## config.mk

```make
export PLATFORM = sky130hd
export DESIGN_NAME = bus_wait_idle_ctrl
export DESIGN_NICKNAME = d
export VERILOG_FILES = /design/src/rtl/bwic_pkg.sv /design/src/rtl/bwic_cfg_reg.sv /design/src/rtl/bwic_turnaround.sv /design/src/rtl/bwic_seq.sv /design/src/rtl/bus_wait_idle_ctrl.sv
export SDC_FILE = /design/constraint.sdc
export NUM_CORES = 1
export LEC_CHECK = 0
export BUFFER_PORTS_ARGS = -buffer_cell sky130_fd_sc_hd__buf_4
export CORE_MARGIN = 5
export CORE_UTILIZATION = 56
export DETAILED_ROUTE_END_ITERATION = 7
export PLACE_DENSITY_LB_ADDON = 0.12
export SYNTH_ARGS = -nofsm -noshare
export SYNTH_HDL_FRONTEND = slang
export SYNTH_HIERARCHICAL = 1
export SYNTH_SLANG_ARGS = --single-unit
```

## constraint.sdc

```tcl
create_clock -name clk -period 4.64 [get_ports clk]
set_clock_uncertainty 0.05 [all_clocks]
set_input_delay 0.464 -clock clk [delete_from_list [all_inputs] [get_ports clk]]
set_output_delay 0.464 -clock clk [all_outputs]
set_load 0.01 [all_outputs]
```

## src/rtl/bwic_pkg.sv

```systemverilog
// Package: shared types and field helpers for the bus wait/idle controller.
// Assumes 2-bit idle and wait fields, one of each per area.
package bwic_pkg;

    localparam int FIELD_W = 2;

    typedef enum logic [1:0] {
        ST_READY = 2'd0,
        ST_GAP   = 2'd1,
        ST_ACC   = 2'd2
    } seq_state_t;

    // Gap cycles for an idle field; the reserved code behaves as two.
    function automatic logic [1:0] idle_count(input logic [FIELD_W-1:0] fld);
        return (fld == 2'b11) ? 2'd2 : fld;
    endfunction

endpackage

```

## src/rtl/bwic_cfg_reg.sv

```systemverilog
// Module: control register holding per-area idle and wait fields.
// Upper half holds idle fields, lower half holds wait fields, area 0 in the
// lowest pair of each half. Assumes whole-register writes only.
module bwic_cfg_reg
    import bwic_pkg::*;
#(
    parameter int N_AREAS = 4,
    localparam int HALF_W = N_AREAS * FIELD_W,
    localparam int REG_W  = 2 * HALF_W
) (
    input  logic                     clk,
    input  logic                     rst_n,
    input  logic                     wr_en,
    input  logic [REG_W-1:0]         wr_data,
    output logic [REG_W-1:0]         rd_data,
    output logic [FIELD_W-1:0]       idle_fld [N_AREAS],
    output logic [FIELD_W-1:0]       wait_fld [N_AREAS]
);

    localparam logic [REG_W-1:0] RST_VAL = {{N_AREAS{2'b10}}, {N_AREAS{2'b11}}};

    logic [REG_W-1:0] reg_q;

    // Register storage with synchronous reset to the default setting.
    always_ff @(posedge clk) begin
        if (!rst_n)     reg_q <= RST_VAL;
        else if (wr_en) reg_q <= wr_data;
    end

    assign rd_data = reg_q;

    // Split the register into per-area fields.
    for (genvar a = 0; a < N_AREAS; a++) begin : g_fields
        assign idle_fld[a] = reg_q[HALF_W + a*FIELD_W +: FIELD_W];
        assign wait_fld[a] = reg_q[a*FIELD_W +: FIELD_W];
    end

endmodule

```

## src/rtl/bwic_turnaround.sv

```systemverilog
// Module: tracks the previous access and works out how many gap cycles the
// next one needs. Assumes `accept` marks the cycle a request is taken.
module bwic_turnaround
    import bwic_pkg::*;
#(
    parameter int N_AREAS = 4,
    localparam int AREA_W = $clog2(N_AREAS)
) (
    input  logic               clk,
    input  logic               rst_n,
    input  logic               accept,
    input  logic [AREA_W-1:0]  req_area,
    input  logic               req_write,
    input  logic [FIELD_W-1:0] idle_fld [N_AREAS],
    output logic [1:0]         gap_need
);

    logic              has_prev_q;
    logic [AREA_W-1:0] last_area_q;
    logic              last_write_q;
    logic              turn;

    // Record area and direction of each accepted access.
    always_ff @(posedge clk) begin
        if (!rst_n) begin
            has_prev_q   <= 1'b0;
            last_area_q  <= '0;
            last_write_q <= 1'b0;
        end else if (accept) begin
            has_prev_q   <= 1'b1;
            last_area_q  <= req_area;
            last_write_q <= req_write;
        end
    end

    // A gap is due on an area change or a read-to-write turnaround.
    always_comb begin
        turn     = has_prev_q &&
                   ((req_area != last_area_q) || (!last_write_q && req_write));
        gap_need = turn ? idle_count(idle_fld[last_area_q]) : 2'd0;
    end

endmodule

```

## src/rtl/bwic_seq.sv

```systemverilog
// Module: access sequencer. Runs the gap cycles, then the base cycle and the
// wait cycles, and holds in the last cycle while the external hold input
// is enabled and high. Assumes the wait setting is decoded by the caller.
module bwic_seq
    import bwic_pkg::*;
#(
    parameter int N_AREAS = 4,
    parameter int LW_W    = 2,
    parameter int LW_BASE = 3,
    localparam int AREA_W = $clog2(N_AREAS),
    localparam int CNT_W  = $clog2(LW_BASE + (1 << LW_W))
) (
    input  logic               clk,
    input  logic               rst_n,
    input  logic               req_valid,
    input  logic [AREA_W-1:0]  req_area,
    input  logic               req_write,
    input  logic [FIELD_W-1:0] req_wait_fld,
    input  logic [LW_W-1:0]    long_wait_sel,
    input  logic [1:0]         gap_need,
    input  logic               ext_wait,
    output logic               req_ready,
    output logic               accept,
    output logic               bus_gap,
    output logic               bus_active,
    output logic [AREA_W-1:0]  bus_area,
    output logic               bus_write,
    output logic               done
);

    seq_state_t        state_q;
    logic [CNT_W-1:0]  cnt_q;
    logic [CNT_W-1:0]  wait_q;
    logic [CNT_W-1:0]  wait_n;
    logic              ext_en_q;
    logic [AREA_W-1:0] area_q;
    logic              write_q;
    logic              hold;

    // Wait cycles for the requested area's wait setting.
    always_comb begin
        unique case (req_wait_fld)
            2'b00:   wait_n = CNT_W'(0);
            2'b01:   wait_n = CNT_W'(1);
            2'b10:   wait_n = CNT_W'(2);
            default: wait_n = CNT_W'(LW_BASE) + CNT_W'(long_wait_sel);
        endcase
    end

    assign req_ready  = (state_q == ST_READY);
    assign accept     = req_ready && req_valid;
    assign bus_gap    = (state_q == ST_GAP);
    assign bus_active = (state_q == ST_ACC);
    assign bus_area   = area_q;
    assign bus_write  = write_q;
    assign hold       = ext_en_q && ext_wait;
    assign done       = bus_active && (cnt_q == '0) && !hold;

    // Phase sequencing and cycle counting.
    always_ff @(posedge clk) begin
        if (!rst_n) begin
            state_q  <= ST_READY;
            cnt_q    <= '0;
            wait_q   <= '0;
            ext_en_q <= 1'b0;
            area_q   <= '0;
            write_q  <= 1'b0;
        end else begin
            unique case (state_q)
                ST_READY: if (req_valid) begin
                    area_q   <= req_area;
                    write_q  <= req_write;
                    wait_q   <= wait_n;
                    ext_en_q <= (req_wait_fld != 2'b00);
                    if (gap_need != 2'd0) begin
                        state_q <= ST_GAP;
                        cnt_q   <= CNT_W'(gap_need - 2'd1);
                    end else begin
                        state_q <= ST_ACC;
                        cnt_q   <= wait_n;
                    end
                end
                ST_GAP: begin
                    if (cnt_q == '0) begin
                        state_q <= ST_ACC;
                        cnt_q   <= wait_q;
                    end else begin
                        cnt_q <= cnt_q - 1'b1;
                    end
                end
                ST_ACC: begin
                    if (cnt_q != '0)  cnt_q   <= cnt_q - 1'b1;
                    else if (!hold)   state_q <= ST_READY;
                end
                default: state_q <= ST_READY;
            endcase
        end
    end

endmodule

```

## src/rtl/bus_wait_idle_ctrl.sv

```systemverilog
// Module: top of the bus wait and idle cycle controller. Joins the control
// register, the turnaround tracker and the access sequencer.
// Assumes one outstanding access at a time and a static long-wait select.
module bus_wait_idle_ctrl
    import bwic_pkg::*;
#(
    parameter int N_AREAS = 4,
    parameter int LW_W    = 2,
    parameter int LW_BASE = 3,
    localparam int AREA_W = $clog2(N_AREAS),
    localparam int REG_W  = 2 * N_AREAS * FIELD_W
) (
    input  logic              clk,
    input  logic              rst_n,
    input  logic              cfg_wr_en,
    input  logic [REG_W-1:0]  cfg_wr_data,
    output logic [REG_W-1:0]  cfg_rd_data,
    input  logic [LW_W-1:0]   long_wait_sel,
    input  logic              req_valid,
    input  logic [AREA_W-1:0] req_area,
    input  logic              req_write,
    output logic              req_ready,
    input  logic              ext_wait,
    output logic              bus_gap,
    output logic              bus_active,
    output logic [AREA_W-1:0] bus_area,
    output logic              bus_write,
    output logic              done
);

    logic [FIELD_W-1:0] idle_fld [N_AREAS];
    logic [FIELD_W-1:0] wait_fld [N_AREAS];
    logic [1:0]         gap_need;
    logic               accept;

    bwic_cfg_reg #(.N_AREAS(N_AREAS)) u_cfg (
        .clk      (clk),
        .rst_n    (rst_n),
        .wr_en    (cfg_wr_en),
        .wr_data  (cfg_wr_data),
        .rd_data  (cfg_rd_data),
        .idle_fld (idle_fld),
        .wait_fld (wait_fld)
    );

    bwic_turnaround #(.N_AREAS(N_AREAS)) u_turn (
        .clk       (clk),
        .rst_n     (rst_n),
        .accept    (accept),
        .req_area  (req_area),
        .req_write (req_write),
        .idle_fld  (idle_fld),
        .gap_need  (gap_need)
    );

    bwic_seq #(.N_AREAS(N_AREAS), .LW_W(LW_W), .LW_BASE(LW_BASE)) u_seq (
        .clk           (clk),
        .rst_n         (rst_n),
        .req_valid     (req_valid),
        .req_area      (req_area),
        .req_write     (req_write),
        .req_wait_fld  (wait_fld[req_area]),
        .long_wait_sel (long_wait_sel),
        .gap_need      (gap_need),
        .ext_wait      (ext_wait),
        .req_ready     (req_ready),
        .accept        (accept),
        .bus_gap       (bus_gap),
        .bus_active    (bus_active),
        .bus_area      (bus_area),
        .bus_write     (bus_write),
        .done          (done)
    );

endmodule

```

# Word level (Yosys, flattened, before mapping)
# Index checks and enable logic that the tools add are counted.
op_classes:
  n_lt_le_gt_ge: 2
  reduce_logical: 19
  n_eq_ne: 11
  n_mul: 0
  shifts: 0
  bitwise: 2
  addsub: 3
  div_mod_pow: 0
  n_mux: 20
ops:
  columns: ["op", "n"]
  rows:
  - ["$mux W2", 11]
  - ["$pmux W3 S3", 2]
  - ["$mux W3", 4]
  - ["$bmux W2 S2", 2]
  - ["$ne A2 B2 Y1 const B", 4]
  - ["$eq A2 B2 Y1 const B", 3]
  - ["$ge A3 B3 Y1 const B", 2]
  - ["$logic_and A1 B1 Y1", 6]
  - ["$not A2 Y3", 2]
  - ["$pmux W2 S3", 1]
  - ["$reduce_bool A3 Y1", 2]
  - ["$eq A2 B1 Y1 const B", 2]
  - ["$logic_not A2 Y1", 2]
  - ["$reduce_and A4 Y1", 1]
  - ["$reduce_bool A2 Y1", 2]
  - ["$add A2 B2 Y3 const A", 1]
  - ["$logic_not A3 Y1", 1]
  - ["$reduce_and A3 Y1", 1]
  - ["$sub A2 B1 Y3 const B", 1]
  - ["$sub A3 B1 Y3 const B", 1]
  - ["$logic_not A1 Y1", 2]
  - ["$ne A2 B1 Y1 const B", 1]
  - ["$ne A2 B2 Y1", 1]
  - ["$reduce_and A2 Y1", 1]
  - ["$logic_or A1 B1 Y1", 1]
word_totals:
  register_bits: 32
  mem_bits_rw: 0
  latchBits: 0
  romBits: 0
  mem_count: 0
  in_bits: 26

# Depth between registers and ports, before layout
# Gate-level depths: netlist of run 1.
logic_depth:
  ltp_word: 11
  depth_mapped: 7

# By module
# The synthesis of run 1 kept the hierarchy.
by_module_without_submodules:
  columns: ["module", "area_per_inst_um2", "seq_area_each_um2", "cells_per_inst", "n_inst"]
  rows:
  - ["bwic_seq", 754.5, 240.2, 95, 1]
  - ["bwic_cfg_reg", 705.7, 320.3, 67, 1]
  - ["bwic_turnaround", 236.5, 80.1, 19, 1]
  - ["bus_wait_idle_ctrl", 52.6, 0.0, 2, 1]

# Worst setup path before layout of run 1
# Ideal clock, no wire load.
synth_timing:
  path_type: "register to register"
  startpoint: "register u_turn.last_area_q[0]"
  endpoint: "register u_seq.cnt_q[2]"
  required_ns: 4.504
  synth_period_minus_slack_ns: 1.846
  path_buffers: 0
  stages_incl_launch_ff: 6
  slack_ns: 2.794
  t_arrival_ns: 1.710
  path_cell_list: "dfxtp_1 mux4_1 and4bb_1 nor4_1 o21ai_1 a211oi_1"
synth_between:
  elab_chain_cells: 11
  word_cells_on_any_way: 15
synth_lines:
  columns: ["element", "line_no", "text"]
  rows:
  - ["start, declared", "bwic_turnaround.sv:19", "logic [AREA_W-1:0] last_area_q;"]
  - ["start signal, assigned", "bwic_turnaround.sv:31", "last_area_q <= req_area;"]
  - ["$not A2 Y3 (implied by the code)", "bwic_turnaround.sv:40", "gap_need = turn ? idle_count(idle_fld[last_area_q]) : 2'd0;"]
  - ["$bmux W2 S2", "bwic_turnaround.sv:40", null]
  - ["$mux W2 (implied by the code) (2 in a row)", "bwic_turnaround.sv:40", null]
  - ["$eq A2 B2 Y1", "bwic_pkg.sv:15", "return (fld == 2'b11) ? 2'd2 : fld;"]
  - ["$mux W2", "bwic_pkg.sv:15", null]
  - ["$mux W2 *", "bwic_turnaround.sv:40", null]
  - ["named net gap_need[0]", "bus_wait_idle_ctrl.sv:33", "logic [1:0] gap_need;"]
  - ["$sub A2 B1 Y3 or $reduce_bool A2 Y1 (tied branches)", "bwic_seq.sv:77, bwic_seq.sv:75", null]
  - ["$mux W3 *", "bwic_seq.sv:75", "if (gap_need != 2'd0) begin"]
  - ["$mux W3 *", "bwic_seq.sv:70", "ST_READY: if (req_valid) begin"]
  - ["$pmux W3 S3 *", "bwic_seq.sv:69", "unique case (state_q)"]
  - ["end signal, assigned", "bwic_seq.sv:77", "cnt_q <= CNT_W'(gap_need - 2'd1);"]
  - ["end signal, assigned", "bwic_seq.sv:80", "cnt_q <= wait_n;"]
  - ["end signal, assigned", "bwic_seq.sv:86", "cnt_q <= wait_q;"]
  - ["end, declared", "bwic_seq.sv:32", "logic [CNT_W-1:0] cnt_q;"]
# The timed path passes the listed nets; every way through them passes the cells marked *. The select of a mux whose other input is x is not followed.
# A chain may end at the register's enable or synchronous reset.

# Final worst setup path of run 1
# Same ends and word-level chain as after synthesis.

==> results of run 1 <==
-- worst paths after layout --
kind / from / endpoint / slack (ns) / cells after the start
worst max-delay path: u_turn/last_area_q[0] / u_seq/cnt_q[2] / 2.54 / 5
worst min-delay path: cfg_wr_data[0] / u_cfg/rd_data[0] / 0.29 / 3
worst max register to register: u_turn/last_area_q[0] / u_seq/cnt_q[2] / 2.54 / 5
worst min register to register: u_seq/bus_area[1] / u_seq/bus_area[1] / 0.41 / 2
-- per-stage QoR --
stage | hold slack [ns] | utilization | cells | worst slack [ns] | power [uW]
floorplan | 0.385 | - | 183 | 2.79 | 684
global placement | 0.395 | 0.662 | 255 | 2.69 | 779
CTS | 0.283 | 0.687 | 263 | 2.53 | 1000
global route | 0.271 | 0.687 | 263 | 2.36 | 1070
detailed placement | 0.398 | 0.662 | 255 | 2.61 | 798
finish | 0.293 | 0.687 | 263 | 2.54 | 1000
-- final cells by class --
class	count	area, um2	area share
multi-input cells	121	911	0.438
flip-flops and latches	32	641	0.308
repair buffers	48	360	0.173
well taps	44	55.1	0.0265
clock buffers	6	41.3	0.0198
inverters	10	37.5	0.0180
clock inverters	2	35.0	0.0168
-- cells in the mapped netlist (2+ instances only) --
master	n
a211oi_1	2
a21oi_1	12
ha_1	6
xor2_1	2
nor2_1	7
mux2i_1	20
a31oi_1	3
o21ai_0	2
inv_1	9
dfxtp_1	32
nand2_1	30
nor3_1	2
nor2b_1	8
o21a_1	3
o32ai_1	2
buf_4	16
mux4_1	3
-- report_power, final --
part / internal (uW) / switching (uW)
combinational: 206 / 240
sequential: 318 / 33.3
clock: 113 / 91.0
total: 637 / 364
-- registers in the layout, summed over array words and instances (netlist names) --
register	cells
u_turn/last_write_q	1
u_turn/has_prev_q	1
u_seq/bus_write	1
u_seq/cnt_q	3
u_seq/state_q	2
u_turn/last_area_q	2
u_seq/wait_q	3
u_seq/ext_en_q	1
u_seq/bus_area	2
u_cfg/rd_data	16
-- worst max-delay path, cell delays in order (launching register included) --
cell,delay (ns)
dfxtp_1,0.43
mux4_1,0.56
and4bb_1,0.26
nor4_1,0.39
o21ai_1,0.10
a211oi_1,0.23
-- metal layers --
layer / global-route usage / wire, um / up-vias
met3: 0.0476 / 262 / 11
met4: 0.0829 / 78 / 0
met2: 0.288 / 1830 / 67
li1: - / - / 695
met1: 0.220 / 1450 / 639
met5: 0 / 0 / -
-- cells by family after synthesis --
logic type / after synthesis / synth area share
AO/OA/AOI/OAI: 32 / 0.131
multiplexers: 24 / 0.172
buffers and inverters: 30 / 0.113
flip-flops: 32 / 0.366
adder cells (fa/ha/maj): 6 / 0.0429
AND/OR/NAND/NOR: 57 / 0.165
XOR/XNOR: 2 / 0.0100
==> flow_metrics.tcl, run 1 <==
set metrics [dict create \
    finalSetupTns_ns 0 \
    grt_use_total 0.178 \
    grt_pass1_wl_um 6040 \
    cts_buffers 5 \
    die_w_um 65.9 \
    worstMarginPinSlew_ns 0.352 \
    num_vias 1412 \
    crit_path_max_fanout 5 \
    start_util 0.578 \
    ant_nets 0 \
    cts_hold_repair.buffers 0 \
    p_leak_uw 0.000959 \
    dr.pass1.iters 5 \
    ys_seq_area_frac 0.366 \
    post_drt_wl_per_cell_um 13.8 \
    cts-root-buf "clkbuf_4" \
    powerDensity_nw_per_um2 481 \
    clock_sinks 32 \
    fin_area_um2 2080 \
    nFillCells 248 \
    max_clock_freq_ghz 0.475 \
    rsz0062_at_grt "no" \
    htreeDepth 2 \
    status "completed" \
    synth_nets 215 \
    mostFrequentLayoutCell "buf_4" \
    final_cell_mix "buf_4 (48), dfxtp_1 (32), nand2_1 (30)" \
    start_kind "flop" \
    post_cts.repair.setup_buffers 0 \
    routed_via_density 5.37 \
    hpwl_um 2670 \
    synth_top_area_share 0.366 \
    period_share 0.454 \
    clockBufferDepth 2 \
    drcViolationCount 0 \
    grt_pass1_vias 1377 \
    fp-row-count 20 \
    critPathKind "flop to flop" \
    min_path_type "input pin to flop" \
    report.final.slew_viol_count 0 \
    setup_viol 0 \
    finalNetCount 250 \
    syn_area_um2 1750 \
    fp.dieH_um 65.9 \
    synth-edff-count 0 \
    slew_headroom 0.763 \
    ys.flop_type "dfxtp_1" \
    end_kind "flop" \
    diodes 0 \
    io_pins 49 \
    syn_area_per_cell_um2 9.56 \
    min_period_ns 2.10 \
    wl_um 3620 \
    clk_latency_ns 0.33 \
    netlist_top_cells_area "dfxtp_1 (37%), mux2i_1 (11%), buf_4 (6.9%), nand2_1 (6.4%), mux4_1 (4.5%)" \
    syn_to_final_growth_pct 19.0 \
    drtIter0Drc 139 \
    synth_top_cell_by_area "dfxtp_1" \
    yosys_warnings 6 \
    arrival_ns 2.30 \
    place_congestion 0.895 \
    irDropWorstVdd_mv 0.218 \
    overflow 0 \
    grt_max_degree 27 \
    drv_cap 0 \
    cts-resized-gates 0 \
    ys_ff_latch 32 \
    clk_pin_slew_worst_paths_ns 0.09 \
    drive_gt1_frac 0.292 \
    die_area_um2 4340 \
    place_area_um2 2000 \
    core-area_um2 3030 \
    synthArstFlopShare 0 \
    cp.required_ns 4.84 \
    antenna_found_initial 0 \
    finalHoldViolCount 0 \
    io_buffers 48 \
    cts_tree "built" \
    yosysUniqueCellTypes 41 \
    synth_cells 183 \
]
No activity file was read; power rests on OpenSTA's default activity.
==> run 2: changes to the inputs <==
CORE_UTILIZATION = 52   (was 56)
clock period = 1.96 ns   (was 4.64 ns; I/O delays follow)
==> flow_metrics.tcl, run 2 (synthesis results as in run 1) <==
set metrics [dict create \
    status "completed" \
    p_switching_uw 864 \
    cts_buffers 5 \
    swShare 0.371 \
    post_drt_wl_per_cell_um 14.1 \
    worst-path-stages 5 \
    drtIter0Drc 47 \
    fp-row-count 21 \
    min_period_ns 1.88 \
    critPathKind "flop to flop" \
    wl_um 3740 \
    dp_slack_ns 0.0130 \
    slowest_delay_ns 0.56 \
    cts-root-buf "clkbuf_4" \
    drv_cap 0 \
    comb_power_share 0.466 \
    report.final.slew_viol_count 0 \
    hpwl_um 2970 \
    clockBufferDepth 2 \
    power.total_uw 2330 \
    slew_headroom 0.757 \
    finalNetCount 252 \
    drive_gt1_frac 0.309 \
    min_path_type "input pin to flop" \
    fp.dieH_um 68 \
    path_buf_inv 0 \
    start_util 0.533 \
    grt_use_total 0.178 \
    period_share 0.957 \
    placed_cells 259 \
    finalHoldViolCount 0 \
    final_cell_mix "buf_4 (50), dfxtp_1 (31), nand2_1 (30)" \
    clk_latency_ns 0.32 \
    grt_pass1_wl_um 6070 \
    setup_ws_ns 0.0849 \
    irDropWorstVdd_mv 0.485 \
    core-area_um2 3280 \
    stdcell_count 266 \
    crit_start "u_turn/last_area_q[0]" \
    arrival_ns 2.06 \
    diodes 0 \
    ant_nets 0 \
    worstMarginPinSlew_ns 0.364 \
    multi_input_area_um2 916 \
    grt_pass1_vias 1375 \
    syn_to_final_growth_pct 19.7 \
    powerDensity_nw_per_um2 1110 \
    end_kind "flop" \
    finalSetupTns_ns 0 \
    io_pins 49 \
    rsz0062_at_grt "no" \
    clk_pin_slew_worst_paths_ns 0.09 \
    die_w_um 68 \
    max_clock_freq_ghz 0.533 \
    post_cts.repair.setup_buffers 0 \
    r2r-start "u_turn/last_area_q[0]" \
    routed_via_density 5.22 \
    place_congestion 0.854 \
    crit_chain "mux4_1 > and4bb_1 > nor2_1 > a21oi_1 > a221oi_2" \
    dr.pass1.iters 4 \
    pwr-share-seq 0.358 \
    start_kind "flop" \
    ff_latch_area_um2 642 \
    crit_path_max_fanout 5 \
    grt_max_degree 27 \
    p_int_uw 1460 \
    setup_viol 0 \
    overflow 0 \
    fin_area_um2 2090 \
    crit_slowest_cell "mux4_1" \
    die_area_um2 4620 \
    htreeDepth 2 \
    cts_tree "built" \
    p_leak_uw 0.000965 \
    critPathTopFamily "multiplexers" \
    io_buffers 48 \
    rr_worst_depth 5 \
    min_delay_path_depth 3 \
    largest_register_ffs 16 \
    num_vias 1388 \
    mostFrequentLayoutCell "buf_4" \
    cp.required_ns 2.15 \
    antenna_found_initial 0 \
    place_area_um2 2020 \
    drcViolationCount 0 \
    worst_hold_startpoint "cfg_wr_data[3]" \
    clock_sinks 32 \
    pwr-share-clk 0.176 \
    nFillCells 276 \
]
-- run 2: cell count changes in the layout (fill, tap and decap cells not counted), sizes merged --
cell / before / now
buf: 48 / 50
bufinv: 1 / 0
clkbuf: 6 / 7
clkinv: 2 / 1
-- run 2: layer usage --
metal | GRT usage | wire length, um | share of wire
met5 | 0 | 0 | 0
met4 | 0.0844 | 80 | 0.021
met1 | 0.189 | 1470 | 0.39
met2 | 0.306 | 1980 | 0.53
met3 | 0.0722 | 216 | 0.058
-- run 2: worst reg2reg max path: stages (launching register included) --
cell and delay, ns:
dfxtp_2 0.36, mux4_1 0.56, and4bb_1 0.26, nor2_1 0.17, a21oi_1 0.10, a221oi_2 0.28
-- run 2: through the flow --
stage | util | hold slack [ns]
5_1_grt | 0.637 | 0.00236
3_5_place_dp | 0.616 | 0.365
4_1_cts | 0.636 | 0.0161
2_1_floorplan | - | 0.208
6_report | 0.637 | 0.0327
3_3_place_gp | 0.616 | 0.358
-- run 2: power groups by stage --
stage               combinational (uW)  clock [uW]  sequential, uW
global route                      1200         457             847
CTS                               1070         424             833
detailed placement                1070           0             848
finish                            1080         411             834
global placement                  1020           0             838
floorplan                          782           0             837
-- run 2: final cells by class --
cell class	instances	area share
multi-input combinational	121	0.438
sequential	32	0.307
timing repair buffer	50	0.179
clock buffer	7	0.0311
tap	46	0.0275
inverter	10	0.0179
-- run 2: final timing paths --
kind / endpoint / slack (ns)
max: u_seq/state_q[1] / 0.08
min: u_cfg/rd_data[3] / 0.03
max reg2reg: u_seq/state_q[1] / 0.08
min reg2reg: u_seq/wait_q[1] / 0.41
-- run 2: what timing repair did --
| item | 4_1_cts | 5_1_grt |
|---|---|---|
| endpoints found under the hold margin | 0 | 0 |
| resized for setup | 1 | 1 |
| endpoints found under the setup margin | 1 | 1 |
| pin swaps | 0 | 1 |
| hold buffers | 0 | 0 |
==> run 3: changes to the inputs <==
GPL_TIMING_DRIVEN = 0   (was not set)
==> flow_metrics.tcl, run 3 (synthesis results as in run 1) <==
set metrics [dict create \
    status "completed" \
    end_kind "flop" \
    syn_to_final_growth_pct 28.9 \
    worst_hold_startpoint "cfg_wr_data[6]" \
    finalHoldViolCount 0 \
    r2r-start "u_turn/last_area_q[0]" \
    critPathTopFamily "simple AND/OR/NAND/NOR gates" \
    p_int_uw 1550 \
    fp.dieH_um 68 \
    crit_chain "mux4_2 > and3b_2 > nor4_2 > o21ai_1 > a211oi_2" \
    arrival_ns 2.11 \
    mostFrequentLayoutCell "buf_4" \
    use_met1 0.205 \
    pwr-share-clk 0.199 \
    grtUsageMet2 0.326 \
    cp.required_ns 2.16 \
    fin_area_um2 2250 \
    min_path_type "input pin to flop" \
    fp-row-count 21 \
    crit_path_max_fanout 5 \
    finalSetupTns_ns 0 \
    p_leak_uw 0.00104 \
    htreeDepth 2 \
    diodes 0 \
    rsz0062_at_grt "yes" \
    grt_max_degree 18 \
    hold_end "u_cfg/rd_data[6]" \
    powerDensity_nw_per_um2 1090 \
    start_util 0.533 \
    dr.pass1.iters 5 \
    path_buf_inv 0 \
    crit_slowest_cell "mux4_2" \
    grt_use_total 0.184 \
    place_congestion 0.916 \
    die_w_um 68 \
    overflow 0 \
    cts_buffers 5 \
    met3_usage 0.0411 \
    finalNetCount 269 \
    slowest_delay_ns 0.50 \
    ant_nets 0 \
    io_buffers 47 \
    io_pins 49 \
    die_area_um2 4620 \
    drv_cap 0 \
    grt_pass1_wl_um 6400 \
    hpwl_um 3060 \
    post_drt_wl_per_cell_um 14.1 \
    cts_tree "built" \
    clockBufferDepth 2 \
    worstMarginPinSlew_ns 0.396 \
    core-area_um2 3280 \
    ff_latch_area_um2 644 \
    globalRoute.busiestLayer "met2" \
    wl_um 4000 \
    period_share 0.974 \
    start_kind "flop" \
    slew_headroom 0.736 \
    clock_sinks 32 \
    drtIter0Drc 91 \
    rrSetupSlack_ns 0.05 \
    min_delay_path_depth 3 \
    min_period_ns 1.91 \
    critPathKind "flop to flop" \
    rr_worst_depth 5 \
    worstReg2RegEnd "u_seq/cnt_q[2]" \
    antenna_found_initial 0 \
    place_area_um2 2160 \
    swShare 0.372 \
    clk_latency_ns 0.33 \
    grt_pass1_vias 1473 \
    drive_gt1_frac 0.366 \
    nFillCells 267 \
    setup_viol 0 \
    routed_via_density 5.16 \
    pwr-share-seq 0.339 \
    multi_input_area_um2 922 \
    final_cell_mix "buf_4 (63), dfxtp_1 (31), nand2_1 (30)" \
    max_clock_freq_ghz 0.524 \
    p_switching_uw 917 \
    comb_power_share 0.461 \
    irDropWorstVdd_mv 0.427 \
    drcViolationCount 0 \
    num_vias 1465 \
    post_cts.repair.setup_buffers 0 \
    clk_pin_slew_worst_paths_ns 0.10 \
    cts_hold_repair.buffers 0 \
    cts-root-buf "clkbuf_4" \
    largest_register_ffs 16 \
    report.final.slew_viol_count 0 \
]
==> run 3: cell types whose count changed in the layout (fill, tap and decap cells not counted), sizes merged <==
cell / change
clkinv: +1
inv: -1
buf: +16
bufinv: +1
clkinvlp: +1
==> run 3: worst max-delay path by stage <==
stage | depth (start not counted) | slack, ns | startpoint | endpoint
3_3_place_gp | 5 | -0.04 | u_turn/last_area_q[0] | u_seq/cnt_q[2]
2_1_floorplan | 5 | 0.11 | u_turn/last_area_q[0] | u_seq/cnt_q[2]
5_1_grt | 5 | -0.02 | u_turn/last_area_q[0] | u_seq/cnt_q[2]
6_report | 5 | 0.05 | u_turn/last_area_q[0] | u_seq/cnt_q[2]
4_1_cts | 5 | 0.005 | u_turn/last_area_q[0] | u_seq/cnt_q[2]
3_5_place_dp | 5 | -0.06 | u_turn/last_area_q[0] | u_seq/cnt_q[2]
==> run 3: power groups by stage <==
stage / combinational (uW) / sequential, uW / clock, uW
final: 1140 / 836 / 492
after global routing: 1250 / 850 / 531
after CTS: 1110 / 836 / 504
after detailed placement: 1090 / 849 / 0
after global placement: 1030 / 841 / 0
after floorplan: 782 / 837 / 0
==> run 3: per-stage QoR <==
step	utilization	hold slack [ns]	power [uW]	cells	setup slack [ns]
after CTS	0.683	0.00581	2450	284	0.00467
after detailed placement	0.658	0.366	1940	276	-0.0642
after floorplan	-	0.208	1620	183	0.114
final	0.686	0.0203	2470	284	0.0510
after global placement	0.658	0.360	1880	276	-0.0396
after global routing	0.686	0.00861	2630	284	-0.0234
==> run 3: worst register-to-register path, cell delays in order (launching register included) <==
cell and delay (ns):
dfxtp_4 0.39, mux4_2 0.50, and3b_2 0.25, nor4_2 0.27
o21ai_1 0.13, a211oi_2 0.24
==> run 3: layer usage <==
metal	up-vias	part of all wire
li1	728	-
met1	684	0.40
met2	46	0.54
met3	7	0.053
met4	0	0.015
met5	-	0
==> run 3: final cells by class <==
| class | count | share of cell area |
|---|---|---|
| inverters | 10 | 0.0183 |
| flip-flops and latches | 32 | 0.286 |
| repair buffers | 47 | 0.156 |
| well taps | 46 | 0.0255 |
| clock inverters | 2 | 0.0155 |
| plain buffers | 20 | 0.0710 |
| multi-input cells | 121 | 0.409 |
| clock buffers | 6 | 0.0183 |
==> run 3: repair_timing <==
action,4_1_cts,5_1_grt
gates cloned,0,0
gates resized for setup,2,4
pin swaps,0,1
endpoints found under the setup margin,2,7
